**src/rtl/dpm_pkg.sv**
```systemverilog
package dpm_pkg;
  typedef enum logic [1:0] {
    ST_IDLE = 2'd0,
    ST_CHK  = 2'd1,
    ST_REP  = 2'd2
  } dpm_state_e;

  function automatic logic even_par(input logic [63:0] d);
    return ^d;
  endfunction
endpackage

```
**src/rtl/dpm_copy.sv**
```systemverilog
module dpm_copy #(
  parameter int DATA_W = 8,
  parameter int DEPTH  = 16,
  localparam int AW    = $clog2(DEPTH),
  localparam int WW    = DATA_W + 1
) (
  input  logic              clk_i,
  input  logic              rst_ni,
  input  logic              wr_en_i,
  input  logic [AW-1:0]     wr_addr_i,
  input  logic [DATA_W-1:0] wr_data_i,
  input  logic              wr_flip_i,
  input  logic [AW-1:0]     rd_addr_i,
  output logic [DATA_W-1:0] rd_data_o,
  output logic              rd_bad_o
);
  import dpm_pkg::*;

  logic [WW-1:0] row_q [DEPTH];
  logic [WW-1:0] wr_word;
  logic [WW-1:0] rd_word;

  always_comb begin
    wr_word = {even_par(64'(wr_data_i)) ^ wr_flip_i, wr_data_i};
  end

  for (genvar g = 0; g < DEPTH; g++) begin : g_row
    always_ff @(posedge clk_i or negedge rst_ni) begin
      if (!rst_ni) row_q[g] <= '0;
      else if (wr_en_i && wr_addr_i == AW'(g)) row_q[g] <= wr_word;
    end
  end

  assign rd_word   = row_q[rd_addr_i];
  assign rd_data_o = rd_word[DATA_W-1:0];
  assign rd_bad_o  = ^rd_word;

  // a plain write is readable with good parity on the next cycle
  a_r2_clean_store: assert property (@(posedge clk_i) disable iff (!rst_ni)
    (wr_en_i && !wr_flip_i) ##1 (rd_addr_i == $past(wr_addr_i)) |-> !rd_bad_o);
endmodule

```
**src/rtl/dpm_corr_cnt.sv**
```systemverilog
module dpm_corr_cnt #(
  parameter int CNT_W = 3,
  localparam logic [CNT_W-1:0] CMAX = {CNT_W{1'b1}}
) (
  input  logic             clk_i,
  input  logic             rst_ni,
  input  logic             inc_i,
  output logic [CNT_W-1:0] cnt_o
);
  logic [CNT_W-1:0] cnt_q;

  always_ff @(posedge clk_i or negedge rst_ni) begin
    if (!rst_ni) cnt_q <= '0;
    else if (inc_i && cnt_q != CMAX) cnt_q <= cnt_q + 1'b1;
  end

  assign cnt_o = cnt_q;

  a_r6_sat_hold: assert property (@(posedge clk_i) disable iff (!rst_ni)
    (cnt_q == CMAX) |=> (cnt_q == CMAX));
  a_r6_single_step: assert property (@(posedge clk_i) disable iff (!rst_ni)
    1'b1 |=> (cnt_q == $past(cnt_q) || cnt_q == $past(cnt_q) + 1'b1));
  a_r6_idle_hold: assert property (@(posedge clk_i) disable iff (!rst_ni)
    !inc_i |=> $stable(cnt_q));
endmodule

```
**src/rtl/dpm_ctrl.sv**
```systemverilog
module dpm_ctrl #(
  parameter int DATA_W = 8,
  parameter int DEPTH  = 16,
  localparam int AW    = $clog2(DEPTH)
) (
  input  logic              clk_i,
  input  logic              rst_ni,
  input  logic              req_i,
  input  logic              we_i,
  input  logic [AW-1:0]     addr_i,
  input  logic [DATA_W-1:0] pri_data_i,
  input  logic              pri_bad_i,
  input  logic [DATA_W-1:0] rep_data_i,
  input  logic              rep_bad_i,
  output logic              acc_wr_o,
  output logic              fix_o,
  output logic [AW-1:0]     rd_addr_o,
  output logic              busy_o,
  output logic              rvalid_o,
  output logic [DATA_W-1:0] rdata_o,
  output logic              rerr_o,
  output logic              fatal_o
);
  import dpm_pkg::*;

  dpm_state_e        state_q;
  logic [AW-1:0]     addr_q;
  logic              rvalid_q, rerr_q, fatal_q;
  logic [DATA_W-1:0] rdata_q;
  logic              acc;

  assign busy_o   = (state_q != ST_IDLE);
  assign acc      = req_i && !busy_o;
  assign acc_wr_o = acc && we_i;
  assign fix_o    = (state_q == ST_REP) && !rep_bad_i;

  always_ff @(posedge clk_i or negedge rst_ni) begin
    if (!rst_ni) begin
      state_q  <= ST_IDLE;
      addr_q   <= '0;
      rvalid_q <= 1'b0;
      rerr_q   <= 1'b0;
      rdata_q  <= '0;
      fatal_q  <= 1'b0;
    end else begin
      rvalid_q <= 1'b0;
      rerr_q   <= 1'b0;
      unique case (state_q)
        ST_IDLE: if (acc && !we_i) begin
          addr_q  <= addr_i;
          state_q <= ST_CHK;
        end
        ST_CHK: if (!pri_bad_i) begin
          rvalid_q <= 1'b1;
          rdata_q  <= pri_data_i;
          state_q  <= ST_IDLE;
        end else begin
          state_q  <= ST_REP;
        end
        ST_REP: begin
          rvalid_q <= 1'b1;
          rdata_q  <= rep_data_i;
          rerr_q   <= rep_bad_i;
          if (rep_bad_i) fatal_q <= 1'b1;
          state_q  <= ST_IDLE;
        end
        default: state_q <= ST_IDLE;
      endcase
    end
  end

  assign rd_addr_o = addr_q;
  assign rvalid_o  = rvalid_q;
  assign rdata_o   = rdata_q;
  assign rerr_o    = rerr_q;
  assign fatal_o   = fatal_q;

  a_r3_valid_after_busy: assert property (@(posedge clk_i) disable iff (!rst_ni)
    rvalid_o |-> $past(busy_o));
  a_r4_no_valid_while_busy: assert property (@(posedge clk_i) disable iff (!rst_ni)
    busy_o |-> !rvalid_o);
  a_r7_fatal_sticky: assert property (@(posedge clk_i) disable iff (!rst_ni)
    fatal_o |=> fatal_o);
  a_r7_rerr_with_valid: assert property (@(posedge clk_i) disable iff (!rst_ni)
    rerr_o |-> rvalid_o);
  a_r8_no_write_in_recovery: assert property (@(posedge clk_i) disable iff (!rst_ni)
    fix_o |-> !acc_wr_o);
endmodule

```
**src/rtl/dup_parity_mem.sv**
```systemverilog
module dup_parity_mem #(
  parameter int DATA_W = 8,
  parameter int DEPTH  = 16,
  parameter int CNT_W  = 3,
  localparam int AW    = $clog2(DEPTH)
) (
  input  logic              clk_i,
  input  logic              rst_ni,
  input  logic              req_i,
  input  logic              we_i,
  input  logic [AW-1:0]     addr_i,
  input  logic [DATA_W-1:0] wdata_i,
  input  logic              inj_pri_i,
  input  logic              inj_rep_i,
  output logic              busy_o,
  output logic              rvalid_o,
  output logic [DATA_W-1:0] rdata_o,
  output logic              rerr_o,
  output logic              fatal_o,
  output logic [CNT_W-1:0]  corr_cnt_o
);
  logic              acc_wr, fix;
  logic [AW-1:0]     rd_addr;
  logic [DATA_W-1:0] pri_data, rep_data;
  logic              pri_bad, rep_bad;

  logic              pri_wen, pri_flip;
  logic [AW-1:0]     pri_waddr;
  logic [DATA_W-1:0] pri_wdata;

  // primary write port is shared by requester writes and repairs
  assign pri_wen   = acc_wr || fix;
  assign pri_waddr = fix ? rd_addr  : addr_i;
  assign pri_wdata = fix ? rep_data : wdata_i;
  assign pri_flip  = fix ? 1'b0     : inj_pri_i;

  dpm_ctrl #(.DATA_W(DATA_W), .DEPTH(DEPTH)) u_ctrl (
    .clk_i      (clk_i),
    .rst_ni     (rst_ni),
    .req_i      (req_i),
    .we_i       (we_i),
    .addr_i     (addr_i),
    .pri_data_i (pri_data),
    .pri_bad_i  (pri_bad),
    .rep_data_i (rep_data),
    .rep_bad_i  (rep_bad),
    .acc_wr_o   (acc_wr),
    .fix_o      (fix),
    .rd_addr_o  (rd_addr),
    .busy_o     (busy_o),
    .rvalid_o   (rvalid_o),
    .rdata_o    (rdata_o),
    .rerr_o     (rerr_o),
    .fatal_o    (fatal_o)
  );

  dpm_copy #(.DATA_W(DATA_W), .DEPTH(DEPTH)) u_pri (
    .clk_i     (clk_i),
    .rst_ni    (rst_ni),
    .wr_en_i   (pri_wen),
    .wr_addr_i (pri_waddr),
    .wr_data_i (pri_wdata),
    .wr_flip_i (pri_flip),
    .rd_addr_i (rd_addr),
    .rd_data_o (pri_data),
    .rd_bad_o  (pri_bad)
  );

  dpm_copy #(.DATA_W(DATA_W), .DEPTH(DEPTH)) u_rep (
    .clk_i     (clk_i),
    .rst_ni    (rst_ni),
    .wr_en_i   (acc_wr),
    .wr_addr_i (addr_i),
    .wr_data_i (wdata_i),
    .wr_flip_i (inj_rep_i),
    .rd_addr_i (rd_addr),
    .rd_data_o (rep_data),
    .rd_bad_o  (rep_bad)
  );

  dpm_corr_cnt #(.CNT_W(CNT_W)) u_cnt (
    .clk_i  (clk_i),
    .rst_ni (rst_ni),
    .inc_i  (fix),
    .cnt_o  (corr_cnt_o)
  );

  // a repair leaves the primary word clean for the following cycle
  a_r5_repair_clean: assert property (@(posedge clk_i) disable iff (!rst_ni)
    fix |=> (busy_o || rvalid_o) && !$past(pri_flip));
endmodule

```
**config.mk**
```make
export PLATFORM = sky130hd
export DESIGN_NAME = dup_parity_mem
export DESIGN_NICKNAME = d
export VERILOG_FILES = /design/src/rtl/dpm_pkg.sv /design/src/rtl/dpm_copy.sv /design/src/rtl/dpm_corr_cnt.sv /design/src/rtl/dpm_ctrl.sv /design/src/rtl/dup_parity_mem.sv
export SDC_FILE = /design/constraint.sdc
export NUM_CORES = 1
export LEC_CHECK = 0
export ABC_AREA = 1
export CORE_ASPECT_RATIO = 1.75
export CORE_MARGIN = 8
export CORE_UTILIZATION = 38
export DETAILED_ROUTE_END_ITERATION = 10
export SETUP_SLACK_MARGIN = 0.1
export SYNTH_ARGS = -nofsm -noshare
export SYNTH_HDL_FRONTEND = slang
export SYNTH_HIERARCHICAL = 1
export SYNTH_SLANG_ARGS = --single-unit
```
**constraint.sdc**
```tcl
create_clock -name clk_i -period 11 [get_ports clk_i]
set_clock_uncertainty 0.05 [all_clocks]
set_input_delay 3.3 -clock clk_i [delete_from_list [all_inputs] [get_ports clk_i]]
set_output_delay 3.3 -clock clk_i [all_outputs]
set_load 0.05 [all_outputs]
```
# Word level (Yosys, flattened, before mapping)
# Index checks and enable logic that the tools add are counted.
[word_totals] regBits=308 inputBits=18 out_inout_bits=15 elab_cells=149
[op_classes] n_addsub=1 magnitude_cmp=1 eq_ne=35 mux=17 n_bitwise=3 reduce_logical=53
[op_table] cell="$reduce_xor 64->1" count=2
[op_table] cell="$bmux 9 s4" count=2
[op_table] cell="$eq 4x4->1 const B" count=16
[op_table] cell="$logic_and 1x1->1" count=37
[op_table] cell="$mux 9" count=4
[op_table] cell="$eq 4x3->1 const B" count=8
[op_table] cell="$reduce_xor 9->1" count=2
[op_table] cell="$eq 4x2->1 const B" count=4
[op_table] cell="$mux 8" count=2
[op_table] cell="$pmux 8 s2" count=1
[op_table] cell="$eq 4x1->1 const B" count=2
[op_table] cell="$logic_not 4->1" count=2
[op_table] cell="$reduce_and 2->1" count=3
[op_table] cell="$ge 5x5->1 const B" count=1
[op_table] cell="$not 4->5" count=1
[op_table] cell="$mux 2" count=2
[op_table] cell="$mux 4" count=1
[op_table] cell="$pmux 2 s2" count=1
[op_table] cell="$reduce_bool 2->1" count=2
[op_table] cell="$add 3x1->3 const B" count=1
[op_table] cell="$logic_not 1->1" count=3
[op_table] cell="$mux 1" count=3
[op_table] cell="$ne 3x3->1 const B" count=1
[op_table] cell="$eq 2x1->1 const B" count=1
[op_table] cell="other kinds (7)" count=8

# Longest topological paths before layout
[logic_depth] word_depth=10 mapped_depth=32

# By module
# Netlist, hierarchy kept.
[modules_own_cells] mod="dpm_copy" instances=2 cells_per_inst=920 area_per_inst_um2=7040.5 seq_area_each_um2=3603.5
[modules_own_cells] mod="dpm_ctrl" instances=1 cells_per_inst=113 area_per_inst_um2=893.4 seq_area_each_um2=425.4
[modules_own_cells] mod="dup_parity_mem" instances=1 cells_per_inst=42 area_per_inst_um2=171.4 seq_area_each_um2=0.0
[modules_own_cells] mod="dpm_corr_cnt" instances=1 cells_per_inst=17 area_per_inst_um2=151.4 seq_area_each_um2=75.1

# Worst setup path after synthesis
# No wires, ideal clock.
[synth_path] path_kind="input port to flip-flop" startpoint="input req_i" endpoint="register u_pri/row_q[105] in the netlist's numbering" setup_time_ns=0.133 t_arrival_ns=4.637 required_time_ns=10.817 path_slack_ns=6.180 cell_stages=9 path_buffers=1 path_cell_list="inv_1 nor3_1 or2_2 inv_1 nor3_1 nand2_1 clkbuf_1 nand2_1 o21ai_0"
[synth_via] elab_chain_len=4
[synth_lines] element="start, declared" line_no="dup_parity_mem.sv:9" text="input logic req_i,"
[synth_lines] element="$logic_and 1x1->1" line_no="dpm_ctrl.sv:33" text="assign acc = req_i && !busy_o;"
[synth_lines] element="$logic_and 1x1->1" line_no="dpm_ctrl.sv:34" text="assign acc_wr_o = acc && we_i;"
[synth_lines] element="via acc_wr" line_no="dup_parity_mem.sv:22" text="logic acc_wr, fix;"
[synth_lines] element="$logic_or 1x1->1" line_no="dup_parity_mem.sv:32" text="assign pri_wen = acc_wr || fix;"
[synth_lines] element="via pri_wen" line_no="dup_parity_mem.sv:27" text="logic pri_wen, pri_flip;"
[synth_lines] element="$logic_and 1x1->1" line_no="dpm_copy.sv:30" text="else if (wr_en_i && wr_addr_i == AW'(g)) row_q[g] <= wr_word;"
[synth_lines] element="end signal, assigned by index" line_no="dpm_copy.sv:30"
[synth_lines] element="end, declared" line_no="dpm_copy.sv:19" text="logic [WW-1:0] row_q [DEPTH];"
# The timed path passes the listed nets, and every way through them passes these cells.
# A chain may end at the register's enable or synchronous reset.

# Final worst setup path
[layout_path] startpoint="register u_ctrl.addr_q[0] (netlist: u_ctrl/rd_addr_o[0])" endpoint="register u_pri/row_q[44] in the netlist's numbering"
[layout_via] elab_chain_len=10
[layout_lines] element="start, declared" line_no="dpm_ctrl.sv:27" text="logic [AW-1:0] addr_q;"
[layout_lines] element="start signal, assigned" line_no="dpm_ctrl.sv:50" text="addr_q <= addr_i;"
[layout_lines] element="$not 4->5 (not written as such)" line_no="dpm_copy.sv:34" text="assign rd_word = row_q[rd_addr_i];"
[layout_lines] element="$bmux 9 s4" line_no="dpm_copy.sv:34"
[layout_lines] element="$mux 9 (not written as such) (2 in a row)" line_no="dpm_copy.sv:34"
[layout_lines] element="via rep_data[1]" line_no="dup_parity_mem.sv:24" text="logic [DATA_W-1:0] pri_data, rep_data;"
[layout_lines] element="$reduce_xor 9->1" line_no="dpm_copy.sv:36" text="assign rd_bad_o = ^rd_word;"
[layout_lines] element="via rep_bad" line_no="dup_parity_mem.sv:25" text="logic pri_bad, rep_bad;"
[layout_lines] element="$logic_not 1->1" line_no="dpm_ctrl.sv:35" text="assign fix_o = (state_q == ST_REP) && !rep_bad_i;"
[layout_lines] element="$logic_and 1x1->1" line_no="dpm_ctrl.sv:35"
[layout_lines] element="via fix" line_no="dup_parity_mem.sv:22"
[layout_lines] element="$mux 8" line_no="dup_parity_mem.sv:34" text="assign pri_wdata = fix ? rep_data : wdata_i;"
[layout_lines] element="via pri_wdata[0]" line_no="dup_parity_mem.sv:29" text="logic [DATA_W-1:0] pri_wdata;"
[layout_lines] element="$reduce_xor 64->1" line_no="dpm_pkg.sv:9" text="return ^d;"
[layout_lines] element="$xor 1x1->1" line_no="dpm_copy.sv:24" text="wr_word = {even_par(64'(wr_data_i)) ^ wr_flip_i, wr_data_i};"
# The timed path passes the listed nets, and every way through them passes these cells. The select of a mux whose other input is x is not followed.

==> run_results.csv <==
group,metric,value,unit
logic_synthesis,synth_cells,2012,
timing,period_minus_slack,6010,ps
worst_setup_path,cp-end-kind,"flip-flop",
min_path,hp-start,"u_rep/row_q[70]",
logic_synthesis,synth_ff_type,"dfrtp_1",
clocking,cts_max_path_buffers,3,
clocking,clock_latency,590,ps
timing,final.setup.tns,0,ps
power,power_density,322,mW/mm2
clocking,numCtsBuffers,31,
power,switchingPower,2420,uW
clocking,cts_root_buf,"clkbuf_16",
timing,maxSlewViolCount,0,
floorplanning,row_count,97,
global_route,grt_max_degree,141,
timing,max_slew_margin,0.172,
layout,finalNonFillerCells,2502,
logic_synthesis,ys_types,30,
floorplanning,die_w,168,um
logic_synthesis,syn_area,0.0153,mm2
floorplanning,die_area,0.0472,mm2
power,seqPwrFrac,0.332,
placement,dp_cells,2446,
drt,ant_nets,0,
layout,insertedDiodeCount,0,
layout,n_fill_cell,4052,
clocking,cts_resized,0,
clocking,clk_pin_slew,60,ps
layout,final_nets,2010,
power,leakagePower,0.00821,uW
placement,place_congestion,0.844,
power,peakVddDrop,0.142,mV
min_path,hp-class,"flip-flop to flip-flop",
layout,design_area,0.0169,mm2
layout,drive_above_1_share,0.0543,
min_path,min_to,"u_rep/row_q[70]",
floorplanning,core-area,0.0399,mm2
power,combPwrFrac,0.458,
logic_synthesis,ys_ff_latch,308,
drt,vias,12829,
clocking,clock_sinks,308,
clocking,hold_buffers,0,
drt,totalWireLength,43500,um
worst_setup_path,cp.arrival,6360,ps
layout,area_growth_syn_to_layout,10.6,%
drt,drtIter0Drc,1034,
flow_run,max_cap_viol_count,0,
worst_setup_path,path_class,"flip-flop to flip-flop",
timing,hold_viol,0,
drt,viasPerCell,5.13,
placement,dp_hpwl,28200,um
logic_synthesis,synth_edf_count,0,
worst_setup_path,crit_top_cell,"nand2_1",
worst_setup_path,r2r_end,"u_pri/row_q[44]",
clocking,cts_max_level,1,
worst_setup_path,cp_slowest_cell,"xor2_1",
worst_setup_path,rr_worst_depth,26,
global_route,antenna_found_initial,0,
min_path,hold-path-cell-count,2,
global_route,grt_usage,0.185,
logic_synthesis,syn_area_per_cell,7.60,um2
outcome,status,"complete, no violations",
logic_synthesis,yosysWarnings,6,
timing,setup_viol,0,
worst_setup_path,max_stage_delay,970,ps
worst_setup_path,crit_path_start_kind,"flip-flop",
timing,worstMarginPinSlew,1240,ps
timing,rsz0062_at_grt,"no",
drt,dr.pass1.iters,6,
floorplanning,fp.dieH,281,um
global_route,grt_overflow,0,
global_route,grt_pass1_wl,69200,um
worst_setup_path,reg2reg_slack,4990,ps
timing,hold_ws,429,ps
drt,wl_per_cell,17.4,um
logic_synthesis,async_flop_share,1.00,
clocking,cts_tree,"yes",
worst_setup_path,required,11350,ps
placement,portBuffers,32,
power,clkPwrFrac,0.210,
power,p_total,5450,uW
worst_setup_path,r2r-start,"u_ctrl/rd_addr_o[0]",
logic_synthesis,syn_nets,2038,
power,internal_power,3020,uW
clocking,postCtsSetupBuffers,0,
global_route,grt_pass1_vias,12574,
power,switching_share,0.445,
timing,max_freq,166,MHz
placement,placed_area,0.0158,mm2
drt,drc,0,
floorplanning,initial_core_util,0.383,
worst_setup_path,crit_fanout,57,
logic_synthesis,ys_seq_area_frac,0.504,
timing,fin_crit_sh,0.546,
floorplanning,io_pins,33,
==> power groups by stage <==
stage	combinational [uW]	sequential, uW	clock (uW)
finish	2500	1810	1140
global route	2820	1860	1210
CTS	2500	1800	1170
detailed placement	2490	1820	0
global placement	2440	1810	0
floorplan	1810	1810	0
==> layout by cell type (no fill, tap or decap), types with 5 or more instances in the layout <==
cell / count
nand3_1: 156
nand2_2: 12
a221oi_1: 8
nand2_1: 707
nor3_1: 5
or2_0: 12
inv_2: 20
ha_1: 8
inv_1: 178
xnor2_1: 10
clkdlybuf4s50_1: 31
xor2_1: 6
clkinv_2: 7
a21oi_1: 22
dfrtp_1: 306
or2_1: 17
o21ai_0: 298
nor2_1: 84
clkbuf_16: 31
o21ai_1: 18
bufinv_16: 6
o211ai_1: 24
buf_4: 13
==> critical path: cells and delay by family, from the launching register on <==
kind / cells / cell delay, ps
flip-flops: 1 / 730
AND/OR/NAND/NOR: 17 / 1800
XOR/XNOR: 4 / 1610
AO/OA/AOI/OAI: 1 / 240
buffers and inverters: 4 / 1370
==> state kept, by name (all words and copies together), names as in the netlist <==
signal            flops
u_cnt/cnt_o           3
u_ctrl/fatal_o        1
u_ctrl/rd_addr_o      4
u_ctrl/rdata_o        8
u_ctrl/rerr_o         1
u_ctrl/rvalid_o       1
u_ctrl/state_q        2
u_pri/row_q         144
u_rep/row_q         144
==> worst max path at each step <==
| stage | end | start | slack, ps |
|---|---|---|---|
| after floorplan | u_pri/row_q[105] | req_i | 6180 |
| after global placement | u_pri/row_q[116] | req_i | 4720 |
| after detailed placement | u_pri/row_q[29] | req_i | 4640 |
| after CTS | u_pri/row_q[44] | u_ctrl/rd_addr_o[0] | 4960 |
| after global routing | u_pri/row_q[98] | u_ctrl/rd_addr_o[0] | 4390 |
| final | u_pri/row_q[44] | u_ctrl/rd_addr_o[0] | 4990 |
==> cells by family (layout without fill, tap and decap cells) <==
logic type                 count (synthesis)  in the layout  synth area share
xor gates and xnor gates                  16             16           0.00916
AOI/OAI and AO/OA                        372            372             0.128
adders and majority gates                  8              8           0.00654
and+or+nand+nor                          999            999             0.267
buffers and inverters                    309            304            0.0854
DFF                                      308            308             0.504
==> metal layers <==
| layer | routed length (um) | part of all wire | track usage | up-vias |
|---|---|---|---|---|
| li1 | - | - | - | 6313 |
| met1 | 16800 | 0.39 | 0.204 | 6100 |
| met2 | 22500 | 0.52 | 0.340 | 316 |
| met3 | 1650 | 0.038 | 0.0178 | 100 |
| met4 | 2490 | 0.057 | 0.109 | 0 |
| met5 | 0 | 0 | 0 | - |
==> synth_stat cells (2+ instances only) <==
cell | instances | share of area
a21oi_1 | 22 | 0.0072
o21ai_0 | 298 | 0.097
nand2_2 | 12 | 0.0049
ha_1 | 8 | 0.0065
buf_2 | 24 | 0.0079
buf_6 | 14 | 0.010
nand3_1 | 156 | 0.051
xor2_1 | 6 | 0.0034
inv_1 | 178 | 0.044
nand2_1 | 707 | 0.17
nor3_1 | 5 | 0.0016
buf_1 | 2 | 0.00049
o211ai_1 | 24 | 0.012
xnor2_1 | 10 | 0.0057
clkbuf_1 | 64 | 0.016
inv_2 | 20 | 0.0049
clkinv_1 | 4 | 0.00098
or2_0 | 12 | 0.0049
or2_1 | 17 | 0.0070
buf_4 | 3 | 0.0015
nor2_1 | 84 | 0.021
a221oi_1 | 8 | 0.0046
dfrtp_1 | 308 | 0.50
o21ai_1 | 18 | 0.0059
nor2_2 | 3 | 0.0012
==> through the flow <==
step           utilization  worst slack, ps
6_report             0.424             4990
5_1_grt              0.424             4390
4_1_cts              0.424             4960
3_5_place_dp         0.396             4640
3_3_place_gp         0.396             4720
2_1_floorplan            -             6180
==> final cells by class <==
type / instances / area, um2 / share of cell area
inverters: 202 / 758 / 0.0448
repair buffers: 46 / 443 / 0.0262
clock buffers: 38 / 842 / 0.0498
flip-flops and latches: 308 / 7710 / 0.456
multi-input cells: 1395 / 6280 / 0.372
clock inverters: 18 / 254 / 0.0150
well taps: 495 / 619 / 0.0366
Note: power is estimated with default switching activity, not from simulation.
